<file path="src/rtl/slip_uart_pkg.sv">
package slip_uart_pkg;
  localparam logic [7:0] SLIP_END     = 8'hC0;
  localparam logic [7:0] SLIP_ESC     = 8'hDB;
  localparam logic [7:0] SLIP_ESC_END = 8'hDC;
  localparam logic [7:0] SLIP_ESC_ESC = 8'hDD;

  typedef enum logic [1:0] {RX_IDLE, RX_START, RX_DATA, RX_STOP} rx_state_t;
  typedef enum logic [1:0] {ENC_PASS, ENC_CODE, ENC_END} enc_state_t;
endpackage

</file>
<file path="src/rtl/slip_uart_rx.sv">
module slip_uart_rx
  import slip_uart_pkg::*;
#(
  parameter int OVS = 16
) (
  input  logic       clk,
  input  logic       rst_n,
  input  logic       tick,
  input  logic       rxd,
  output logic [7:0] byte_o,
  output logic       byte_vld_o
);
  localparam int CW = $clog2(OVS);

  logic [1:0]    sync_q;
  logic          rxs;
  rx_state_t     st_q, st_d;
  logic [CW-1:0] tcnt_q, tcnt_d;
  logic [2:0]    bcnt_q, bcnt_d;
  logic [7:0]    sh_q, sh_d;
  logic          vld_q, vld_d;

  assign rxs = sync_q[1];

  always_ff @(posedge clk or negedge rst_n) begin
    if (!rst_n) sync_q <= 2'b11;
    else        sync_q <= {sync_q[0], rxd};
  end

  always_comb begin
    st_d   = st_q;
    tcnt_d = tcnt_q;
    bcnt_d = bcnt_q;
    sh_d   = sh_q;
    vld_d  = 1'b0;
    if (tick) begin
      case (st_q)
        RX_IDLE: if (!rxs) begin
          st_d   = RX_START;
          tcnt_d = '0;
        end
        RX_START: begin
          tcnt_d = tcnt_q + 1'b1;
          if (tcnt_q == CW'(OVS/2 - 1)) begin
            tcnt_d = '0;
            bcnt_d = '0;
            st_d   = rxs ? RX_IDLE : RX_DATA;
          end
        end
        RX_DATA: begin
          tcnt_d = tcnt_q + 1'b1;
          if (tcnt_q == CW'(OVS - 1)) begin
            tcnt_d = '0;
            sh_d   = {rxs, sh_q[7:1]};
            bcnt_d = bcnt_q + 1'b1;
            if (bcnt_q == 3'd7) st_d = RX_STOP;
          end
        end
        RX_STOP: begin
          tcnt_d = tcnt_q + 1'b1;
          if (tcnt_q == CW'(OVS - 1)) begin
            tcnt_d = '0;
            vld_d  = rxs;
            st_d   = RX_IDLE;
          end
        end
        default: st_d = RX_IDLE;
      endcase
    end
  end

  always_ff @(posedge clk or negedge rst_n) begin
    if (!rst_n) begin
      st_q   <= RX_IDLE;
      tcnt_q <= '0;
      bcnt_q <= '0;
      sh_q   <= '0;
      vld_q  <= 1'b0;
    end else begin
      st_q   <= st_d;
      tcnt_q <= tcnt_d;
      bcnt_q <= bcnt_d;
      sh_q   <= sh_d;
      vld_q  <= vld_d;
    end
  end

  assign byte_o     = sh_q;
  assign byte_vld_o = vld_q;

  p_single_strobe_r2: assert property (@(posedge clk) disable iff (!rst_n)
    vld_q |=> !vld_q);
endmodule

</file>
<file path="src/rtl/slip_decoder.sv">
module slip_decoder
  import slip_uart_pkg::*;
(
  input  logic       clk,
  input  logic       rst_n,
  input  logic [7:0] in_byte,
  input  logic       in_vld,
  output logic [7:0] out_data,
  output logic       out_vld,
  output logic       out_last,
  output logic       out_err
);
  logic       esc_q, esc_d, have_q, have_d, err_q, err_d;
  logic [7:0] buf_q, buf_d, od_q, od_d;
  logic       ov_q, ov_d, ol_q, ol_d, oe_q, oe_d;
  logic       close, push, bad, err_now;
  logic [7:0] val;

  always_comb begin
    esc_d = esc_q; have_d = have_q; err_d = err_q; buf_d = buf_q;
    od_d = od_q; ov_d = 1'b0; ol_d = 1'b0; oe_d = 1'b0;
    close = 1'b0; push = 1'b0; bad = 1'b0; val = in_byte;
    if (in_vld) begin
      if (esc_q) begin
        esc_d = 1'b0;
        if (in_byte == SLIP_END) begin
          close = 1'b1;
          bad   = 1'b1;
        end else begin
          push = 1'b1;
          if (in_byte == SLIP_ESC_END)      val = SLIP_END;
          else if (in_byte == SLIP_ESC_ESC) val = SLIP_ESC;
          else                              bad = 1'b1;
        end
      end else if (in_byte == SLIP_END) close = 1'b1;
      else if (in_byte == SLIP_ESC)     esc_d = 1'b1;
      else                              push  = 1'b1;
    end
    err_now = err_q | bad;
    if (push) begin
      if (have_q) begin
        ov_d = 1'b1;
        od_d = buf_q;
      end
      buf_d  = val;
      have_d = 1'b1;
      err_d  = err_now;
    end
    if (close) begin
      if (have_q) begin
        ov_d = 1'b1;
        od_d = buf_q;
        ol_d = 1'b1;
        oe_d = err_now;
      end
      have_d = 1'b0;
      err_d  = 1'b0;
    end
  end

  always_ff @(posedge clk or negedge rst_n) begin
    if (!rst_n) begin
      esc_q <= 1'b0; have_q <= 1'b0; err_q <= 1'b0; buf_q <= '0;
      od_q <= '0; ov_q <= 1'b0; ol_q <= 1'b0; oe_q <= 1'b0;
    end else begin
      esc_q <= esc_d; have_q <= have_d; err_q <= err_d; buf_q <= buf_d;
      od_q <= od_d; ov_q <= ov_d; ol_q <= ol_d; oe_q <= oe_d;
    end
  end

  assign out_data = od_q;
  assign out_vld  = ov_q;
  assign out_last = ol_q;
  assign out_err  = oe_q;

  p_err_with_last_r5: assert property (@(posedge clk) disable iff (!rst_n)
    (ov_q && oe_q) |-> ol_q);
  p_beat_needs_input_r4: assert property (@(posedge clk) disable iff (!rst_n)
    ov_q |-> $past(in_vld));
endmodule

</file>
<file path="src/rtl/slip_encoder.sv">
module slip_encoder
  import slip_uart_pkg::*;
(
  input  logic       clk,
  input  logic       rst_n,
  input  logic [7:0] s_data,
  input  logic       s_valid,
  input  logic       s_last,
  output logic       s_ready,
  output logic [7:0] m_data,
  output logic       m_valid,
  input  logic       m_ready
);
  enc_state_t st_q, st_d;
  logic [7:0] code_q, code_d;
  logic       last_q, last_d;
  logic       special;

  assign special = (s_data == SLIP_END) || (s_data == SLIP_ESC);

  always_comb begin
    st_d = st_q; code_d = code_q; last_d = last_q;
    m_valid = 1'b0; m_data = s_data; s_ready = 1'b0;
    case (st_q)
      ENC_PASS: begin
        m_valid = s_valid;
        m_data  = special ? SLIP_ESC : s_data;
        s_ready = m_ready;
        if (s_valid && m_ready) begin
          if (special) begin
            st_d   = ENC_CODE;
            code_d = (s_data == SLIP_END) ? SLIP_ESC_END : SLIP_ESC_ESC;
            last_d = s_last;
          end else if (s_last) begin
            st_d = ENC_END;
          end
        end
      end
      ENC_CODE: begin
        m_valid = 1'b1;
        m_data  = code_q;
        if (m_ready) st_d = last_q ? ENC_END : ENC_PASS;
      end
      ENC_END: begin
        m_valid = 1'b1;
        m_data  = SLIP_END;
        if (m_ready) st_d = ENC_PASS;
      end
      default: st_d = ENC_PASS;
    endcase
  end

  always_ff @(posedge clk or negedge rst_n) begin
    if (!rst_n) begin
      st_q <= ENC_PASS; code_q <= SLIP_ESC_END; last_q <= 1'b0;
    end else begin
      st_q <= st_d; code_q <= code_d; last_q <= last_d;
    end
  end

  p_no_raw_end_r6: assert property (@(posedge clk) disable iff (!rst_n)
    (st_q == ENC_PASS && m_valid) |-> (m_data != SLIP_END));
  p_code_value_r6: assert property (@(posedge clk) disable iff (!rst_n)
    (st_q == ENC_CODE) |-> (code_q == SLIP_ESC_END || code_q == SLIP_ESC_ESC));
endmodule

</file>
<file path="src/rtl/slip_uart_tx.sv">
module slip_uart_tx #(
  parameter int OVS = 16
) (
  input  logic       clk,
  input  logic       rst_n,
  input  logic       tick,
  input  logic       cts_n,
  input  logic [7:0] in_data,
  input  logic       in_vld,
  output logic       in_rdy,
  output logic       txd
);
  localparam int CW = $clog2(OVS);

  logic [1:0]    cts_q;
  logic          busy_q, busy_d;
  logic [9:0]    sh_q, sh_d;
  logic [3:0]    bits_q, bits_d;
  logic [CW-1:0] tcnt_q, tcnt_d;
  logic          txd_q, txd_d;

  always_ff @(posedge clk or negedge rst_n) begin
    if (!rst_n) cts_q <= 2'b11;
    else        cts_q <= {cts_q[0], cts_n};
  end

  assign in_rdy = !busy_q && tick && !cts_q[1];

  always_comb begin
    busy_d = busy_q; sh_d = sh_q; bits_d = bits_q; tcnt_d = tcnt_q;
    if (in_vld && in_rdy) begin
      busy_d = 1'b1;
      sh_d   = {1'b1, in_data, 1'b0};
      bits_d = 4'd9;
      tcnt_d = '0;
    end else if (busy_q && tick) begin
      tcnt_d = tcnt_q + 1'b1;
      if (tcnt_q == CW'(OVS - 1)) begin
        tcnt_d = '0;
        sh_d   = {1'b1, sh_q[9:1]};
        if (bits_q == 4'd0) busy_d = 1'b0;
        else                bits_d = bits_q - 1'b1;
      end
    end
    txd_d = busy_d ? sh_d[0] : 1'b1;
  end

  always_ff @(posedge clk or negedge rst_n) begin
    if (!rst_n) begin
      busy_q <= 1'b0; sh_q <= '1; bits_q <= '0; tcnt_q <= '0; txd_q <= 1'b1;
    end else begin
      busy_q <= busy_d; sh_q <= sh_d; bits_q <= bits_d; tcnt_q <= tcnt_d; txd_q <= txd_d;
    end
  end

  assign txd = txd_q;

  p_start_gated_r8: assert property (@(posedge clk) disable iff (!rst_n)
    $rose(busy_q) |-> $past(!cts_q[1]));
  p_start_bit_low_r2: assert property (@(posedge clk) disable iff (!rst_n)
    $rose(busy_q) |-> !txd_q);
endmodule

</file>
<file path="src/rtl/slip_uart_port.sv">
module slip_uart_port
  import slip_uart_pkg::*;
#(
  parameter int CLK_HZ = 50_000_000,
  parameter int BAUD   = 921_600,
  parameter int OVS    = 16
) (
  input  logic       clk,
  input  logic       rst_n,
  input  logic       uart_rxd,
  output logic       uart_txd,
  input  logic       uart_cts_n,
  output logic [7:0] rx_data,
  output logic       rx_valid,
  output logic       rx_last,
  output logic       rx_error,
  input  logic [7:0] tx_data,
  input  logic       tx_valid,
  input  logic       tx_last,
  output logic       tx_ready
);
  localparam int RAW_DIV  = CLK_HZ / (BAUD * OVS);
  localparam int TICK_DIV = (RAW_DIV < 1) ? 1 : RAW_DIV;
  localparam int DIV_W    = $clog2(TICK_DIV + 1);

  logic [DIV_W-1:0] div_q, div_d;
  logic             tick_q, tick_d;
  logic [7:0]       rbyte, sbyte;
  logic             rbyte_vld, svld, srdy;

  always_comb begin
    tick_d = (div_q == DIV_W'(TICK_DIV - 1));
    div_d  = tick_d ? '0 : div_q + 1'b1;
  end

  always_ff @(posedge clk or negedge rst_n) begin
    if (!rst_n) begin
      div_q  <= '0;
      tick_q <= 1'b0;
    end else begin
      div_q  <= div_d;
      tick_q <= tick_d;
    end
  end

  slip_uart_rx #(.OVS(OVS)) i_rx (
    .clk(clk), .rst_n(rst_n), .tick(tick_q), .rxd(uart_rxd),
    .byte_o(rbyte), .byte_vld_o(rbyte_vld)
  );

  slip_decoder i_dec (
    .clk(clk), .rst_n(rst_n), .in_byte(rbyte), .in_vld(rbyte_vld),
    .out_data(rx_data), .out_vld(rx_valid), .out_last(rx_last), .out_err(rx_error)
  );

  slip_encoder i_enc (
    .clk(clk), .rst_n(rst_n),
    .s_data(tx_data), .s_valid(tx_valid), .s_last(tx_last), .s_ready(tx_ready),
    .m_data(sbyte), .m_valid(svld), .m_ready(srdy)
  );

  slip_uart_tx #(.OVS(OVS)) i_tx (
    .clk(clk), .rst_n(rst_n), .tick(tick_q), .cts_n(uart_cts_n),
    .in_data(sbyte), .in_vld(svld), .in_rdy(srdy), .txd(uart_txd)
  );
endmodule

</file>
<file path="config.mk">
export PLATFORM = sky130hd
export DESIGN_NAME = slip_uart_port
export DESIGN_NICKNAME = d
export VERILOG_FILES = /design/src/rtl/slip_uart_pkg.sv /design/src/rtl/slip_uart_rx.sv /design/src/rtl/slip_decoder.sv /design/src/rtl/slip_encoder.sv /design/src/rtl/slip_uart_tx.sv /design/src/rtl/slip_uart_port.sv
export SDC_FILE = /design/constraint.sdc
export NUM_CORES = 1
export LEC_CHECK = 0
export ABC_AREA = 1
export BUFFER_PORTS_ARGS = -buffer_cell sky130_fd_sc_hd__clkbuf_2
export CORE_ASPECT_RATIO = 0.5
export CORE_MARGIN = 2
export CORE_UTILIZATION = 55
export DETAILED_ROUTE_END_ITERATION = 16
export PLACE_DENSITY = 0.81
export SYNTH_ARGS = -nofsm -noshare
export SYNTH_HDL_FRONTEND = slang
export SYNTH_HIERARCHICAL = 1
export SYNTH_SLANG_ARGS = --single-unit
</file>
<file path="constraint.sdc">
create_clock -name clk -period 4 [get_ports clk]
set_input_delay 0 -clock clk [delete_from_list [all_inputs] [get_ports clk]]
set_output_delay 0 -clock clk [all_outputs]
set_load 0.005 [all_outputs]
</file>
== Word-level counts from Yosys, hierarchy flattened ==
Index checks and enable logic that the tools add are counted.
Word-level totals
  register bits: 78
  input bits: 14
  output and inout bits: 13
  word-level logic and storage cells: 163
Operators by class
  add/sub/neg operators: 5
  eq/ne operators: 26
  muxes and demuxes: 80
  bitwise operators: 1
  reduce and logical (&&, ||, !) cells: 25
Operators by type and width (number)
  $mux W8: 10
  $eq A8 B8 Y1 const B: 6
  $mux W4: 10
  $mux W1: 36
  $mux W10: 3
  $mux W2: 13
  $pmux W8 S3: 1
  $ne A2 B1 Y1 const B: 8
  $pmux W4 S3: 1
  $reduce_and A3 Y1: 3
  $add A4 B1 Y4 const B: 2
  $eq A2 B2 Y1 const B: 4
  $eq A4 B4 Y1 const B: 2
  $pmux W2 S4: 1
  $reduce_and A4 Y1: 2
  $reduce_bool A2 Y1: 4
  $mux W3: 2
  $pmux W2 S3: 1
  $pmux W3 S2: 1
  $reduce_and A6 Y1: 1
  $logic_and A1 B1 Y1: 5
  $eq A2 B1 Y1 const B: 2
  $eq A4 B3 Y1 const B: 1
  $logic_not A2 Y1: 2
  13 further kinds: 16

== Depth between registers and ports, before layout ==
  word-level depth: 9
  gate-level depth with buffers: 10
  depth with buffers taken out: 10

== Cells and area by module ==
The synthesis kept the hierarchy.
By module, submodules not included
  slip_decoder: instances 1, cells an instance 150, area an instance 1153.6 sq um, sequential area each 550.5 sq um
  slip_uart_tx: instances 1, cells an instance 128, area an instance 1133.6 sq um, sequential area each 566.8 sq um
  slip_uart_rx: instances 1, cells an instance 102, area an instance 917.1 sq um, sequential area each 503.0 sq um
  slip_encoder: instances 1, cells an instance 77, area an instance 461.7 sq um, sequential area each 100.1 sq um
  slip_uart_port: instances 1, cells an instance 8, area an instance 93.8 sq um, sequential area each 75.1 sq um

== Worst setup path before layout ==
No wires, ideal clock.
  path kind: register to register
  from: reg i_enc.st_q[0]
  to: reg i_tx.tcnt_q[2]
  arrival: 1.538 ns
  path slack: 2.339 ns
  stages on the path, launching flop included: 10
  buffers on the path: 2
  clock period less this slack: 1.661 ns
  cell sequence: dfrtp_1 > ha_1 > inv_1 > nand2_1 > nand2_1 > buf_1 > nand3_2 > buf_6 > o21ai_0 > a21oi_1
Between the ends
  cells in the longest elaborated chain, start to end: 5
  elaborated cells on any way between the ends: 8
RTL lines
  start, declared: line slip_encoder.sv:14  | enc_state_t st_q, st_d;
  start signal, assigned: line slip_encoder.sv:57  | st_q <= st_d; code_q <= code_d; last_q <= last_d;
  $eq A2 B1 Y1 or $eq A2 B2 Y1 (tied branches): line slip_encoder.sv:24  | case (st_q)
  $reduce_or A2 Y1 (no source line)
  $pmux W1 S2 (*): line slip_encoder.sv:24
  via svld: line slip_uart_port.sv:29  | logic rbyte_vld, svld, srdy;
  $logic_and A1 B1 Y1 (*): line slip_uart_tx.sv:31  | if (in_vld && in_rdy) begin
  $mux W4 or $reduce_bool A2 Y1 (tied branches)
  end signal, assigned: line slip_uart_tx.sv:50  | busy_q <= 1'b0; sh_q <= '1; bits_q <= '0; tcnt_q <= '0; txd_q <= 1'b1;
  end signal, assigned: line slip_uart_tx.sv:52  | busy_q <= busy_d; sh_q <= sh_d; bits_q <= bits_d; tcnt_q <= tcnt_d; txd_q <= txd_d;
  end, declared: line slip_uart_tx.sv:19  | logic [CW-1:0] tcnt_q, tcnt_d;
The timed path passes the listed nets; every way through them passes the cells marked *.
A chain may end at the register's enable or synchronous reset.

== Worst setup path in the final report ==
  from: reg i_enc.st_q[0]
  to: reg i_tx.sh_q[6]
Between the ends
  cells in the longest elaborated chain, start to end: 6
  elaborated cells on any way between the ends: 11
RTL lines
  $eq A2 B1 Y1 or $eq A2 B2 Y1 (tied branches): line slip_encoder.sv:24
  $reduce_or A2 Y1 (no source line)
  $pmux W1 S2 (*): line slip_encoder.sv:24
  via svld: line slip_uart_port.sv:29
  $logic_and A1 B1 Y1 (*): line slip_uart_tx.sv:31
  $reduce_bool A2 Y1 (no source line)
  $reduce_and A2 Y1 (no source line)
  end signal, assigned: line slip_uart_tx.sv:50
  end signal, assigned: line slip_uart_tx.sv:52
  end, declared: line slip_uart_tx.sv:17  | logic [9:0] sh_q, sh_d;
Marked as above.

==> impl_results.md <==
* Outcome: finished, final reports clean
* CTS tree: done
* Drt first pass iters at 5
* Nature of the critical path startpoint: flip-flop
* Synthesized area per cell at between 8 and 9 um^2
* P&R area growth vs syn at 13.7%
* Reg2reg end: i_tx/sh_q[6]
* Post-Syn Nets at ~500
* Number of buffers on the longest clock path at 2
* RSZ-0062 raised after global routing: no
* RD Place Congestion at between 0.9 and 1
* Synth top area share at 37.3%
* Filler cells at ~560
* Place WS at 2.11 ns
* First DRT Iteration DRCs at about 150
* Gate Count Post-Synth at 465
* Drt wl/cell at 12.2 um
* Final min period at about 1.9 ns
* Vias at a little over 3k
* Hold Crit Start: tx_data[5]
* Worst Path Required at between 4 and 5 ns
* Most frequent cells in the layout: 155 x nand2_1, 60 x inv_1, 56 x dfrtp_1
* Grt total ovfl at 0
* Crit Path Class: reg2reg
* Fin Setup TNS at 0 ns
* Endpoints failing hold at 0
* First-pass GRT wire length at 12900 um
* Final setup fails at 0
* Die W at around 120 um
* Worst hold path depth at 5
* Synthesized area at approximately 3800 um^2
* CTS root buf: clkbuf_16
* WHS Endpoint: i_tx/sh_q[6]
* EDFF count, synth at 0
* # diodes at 0
* Vias in the first global route at 2949
* Worst-Skew Late Latency at 0.33 ns
* Max H-tree Level at 3
* CP max-delay cell: dfrtp_1
* Antenna violations before repair at 0
* Die H at approximately 62 um
* Most common cell after layout, fill and taps aside: nand2_1
* CP Max Fanout at 12
* Count of cell types in the netlist at 40
* Post-synth ARST share at between 90% and 100%
* Drt via density at 5.11
* CP Data Arrival Time at about 2.2 ns
* Worst slew margin at a little over half
* VDD IR max at 236 uV
* Main area contributors after synthesis: dfrtp_1 37%, nand2_1 15%, dfstp_2 10%, nand3_1 6.8%, inv_1 6.0%
* CP peak stage delay at about 0.41 ns
* Core ar. at around 6600 um^2
* Initial Util at about 57%
* Antenna-violating nets left at 0
* Max-cap violations at 0
* Number of synthesized register bits at 71
* Cell taking the most area after synthesis: dfrtp_1
* Fmax at between 500 and 600 MHz
* Register area share after synthesis at between 40% and 50%
* FF-to-FF Start: i_enc/st_q[0]
* Hold_ws at between 0.02 and 0.025 ns
* Clock transition at path regs at about 0.050 ns
* Layout Skew at roughly 0.004 ns
* CP endpoint kind: flip-flop
* Layout cell share with drive strength beyond 1 at approximately 18%
* Crit path top cell by count: nand2_1
* Pwr/cell area at ~380 nW/um^2
* Fin. max-slew vios at 0
* Hold Crit Class: in2reg
* Dpl hpwl at around 5200 um
* Final Cycle Share at 47.6%
* Routed WL at between 7000 and 8000 um
* DIE AREA at approximately 7600 um^2
* Leak pwr at about 0.0023 uW
* GRT Total Usage at a little over a fifth
* I/O pins at 27
* FF-to-FF setup slack at around 2.1 ns
* Largest net degree at the start of global routing at between 50 and 60
* Number of CTS-inserted buffers at 9
* Post-layout net count at 524
* DRC violations left at 0
* Yosys warning total at 6
* R2R depth at 9
* Start point of the critical path: i_enc/st_q[0]
* Worst-Margin Slew at between 0.7 and 0.8 ns
* Final setup margin at 2.10 ns
* CP Cell Sequence: ha_1 -> inv_1 -> nand2_1 -> nand2_1 -> nand3_2 -> nand2_2 -> inv_2 -> nand2_1 -> nand3_1
* Site Rows at 21
* CTS Sinks at 71
* Count of input and output buffers at 26
* Dominant synthesized flop cell: dfrtp_1
## kinds of logic (layout without fill, tap and decap cells)
group	Yosys count	in the layout	synth area share, %
flops	71	71	47.8
xor+xnor	2	2	0.466
compound gates	41	41	6.99
buf+inv	76	116	8.49
simple gates	264	264	32.7
mux	1	1	0.266
fa+ha+maj	10	10	3.33
## critical path, delay by kind of cell (launching register included)
kind	cells	cell delay (ns)
flip-flops	1	0.41
adder cells (fa/ha/maj)	1	0.24
AND/OR/NAND/NOR	6	0.95
buffers and inverters	2	0.23
## report_power, final
group / leakage (uW) / switching (uW) / internal [uW]
registers: 0.000910 / 31.0 / 746
clock network: 0.000136 / 280 / 451
logic: 0.00125 / 81.9 / 48.2
total: 0.00229 / 393 / 1240
## metrics by stage
| stage | total power [uW] | cells | util [%] | area [um^2] |
|---|---|---|---|---|
| floorplan | 873 | 465 | - | 3760 |
| global placement | 911 | 577 | 59.5 | 3960 |
| detailed placement | 917 | 577 | 59.5 | 3960 |
| CTS | 1660 | 597 | 64.3 | 4270 |
| global route | 1720 | 597 | 64.3 | 4270 |
| finish | 1640 | 597 | 64.3 | 4270 |
## synth_stat cells (2+ instances only)
library cell and n:
nand3_2 4, nor2_1 26, inv_2 5, ha_1 10
buf_2 3, nand2_4 4, a21oi_1 4, nand2_1 155
nand3_1 51, nand2_2 7, o21ai_1 8, nor2_4 3
nand3_4 2, inv_1 60, dfstp_2 15, buf_6 2
o211ai_1 11, xor2_1 2, nand4_1 4, clkinv_1 2
nor2_2 3, o21ai_0 10, o22ai_1 2, dfrtp_1 56
## layer usage
layer	share of wire, %	track usage (%)	vias up
met2	48	36.5	69
li1	-	-	1545
met3	4.6	7.48	13
met1	45	26.0	1421
met5	0	0	-
met4	1.9	9.01	0
## cell type report
cell class	count	area [um^2]	share of cell area (%)
tap	92	115	2.69
clock inverter	3	17.5	0.410
clock buffer	13	260	6.09
inverter	69	263	6.15
timing repair buffer	31	178	4.16
multi-input combinational	318	1650	38.5
sequential	71	1800	42.0
## repair_timing
item                      4_1_cts  5_1_grt
hold buffers                    4        0
resized for setup               0        0
hold endpoints to repair       16        0
setup buffers                   0        0
## worst max-delay path by stage
stage	endpoint	slack, ns	depth (start not counted)
after floorplan	i_tx/tcnt_q[2]	2.34	9
after global placement	i_tx/sh_q[5]	2.23	9
after detailed placement	i_tx/sh_q[6]	2.11	9
after CTS	i_tx/sh_q[6]	2.11	9
after global routing	i_tx/sh_q[4]	1.93	9
final	i_tx/sh_q[6]	2.10	9
Note: power is estimated with default switching activity, not from simulation.
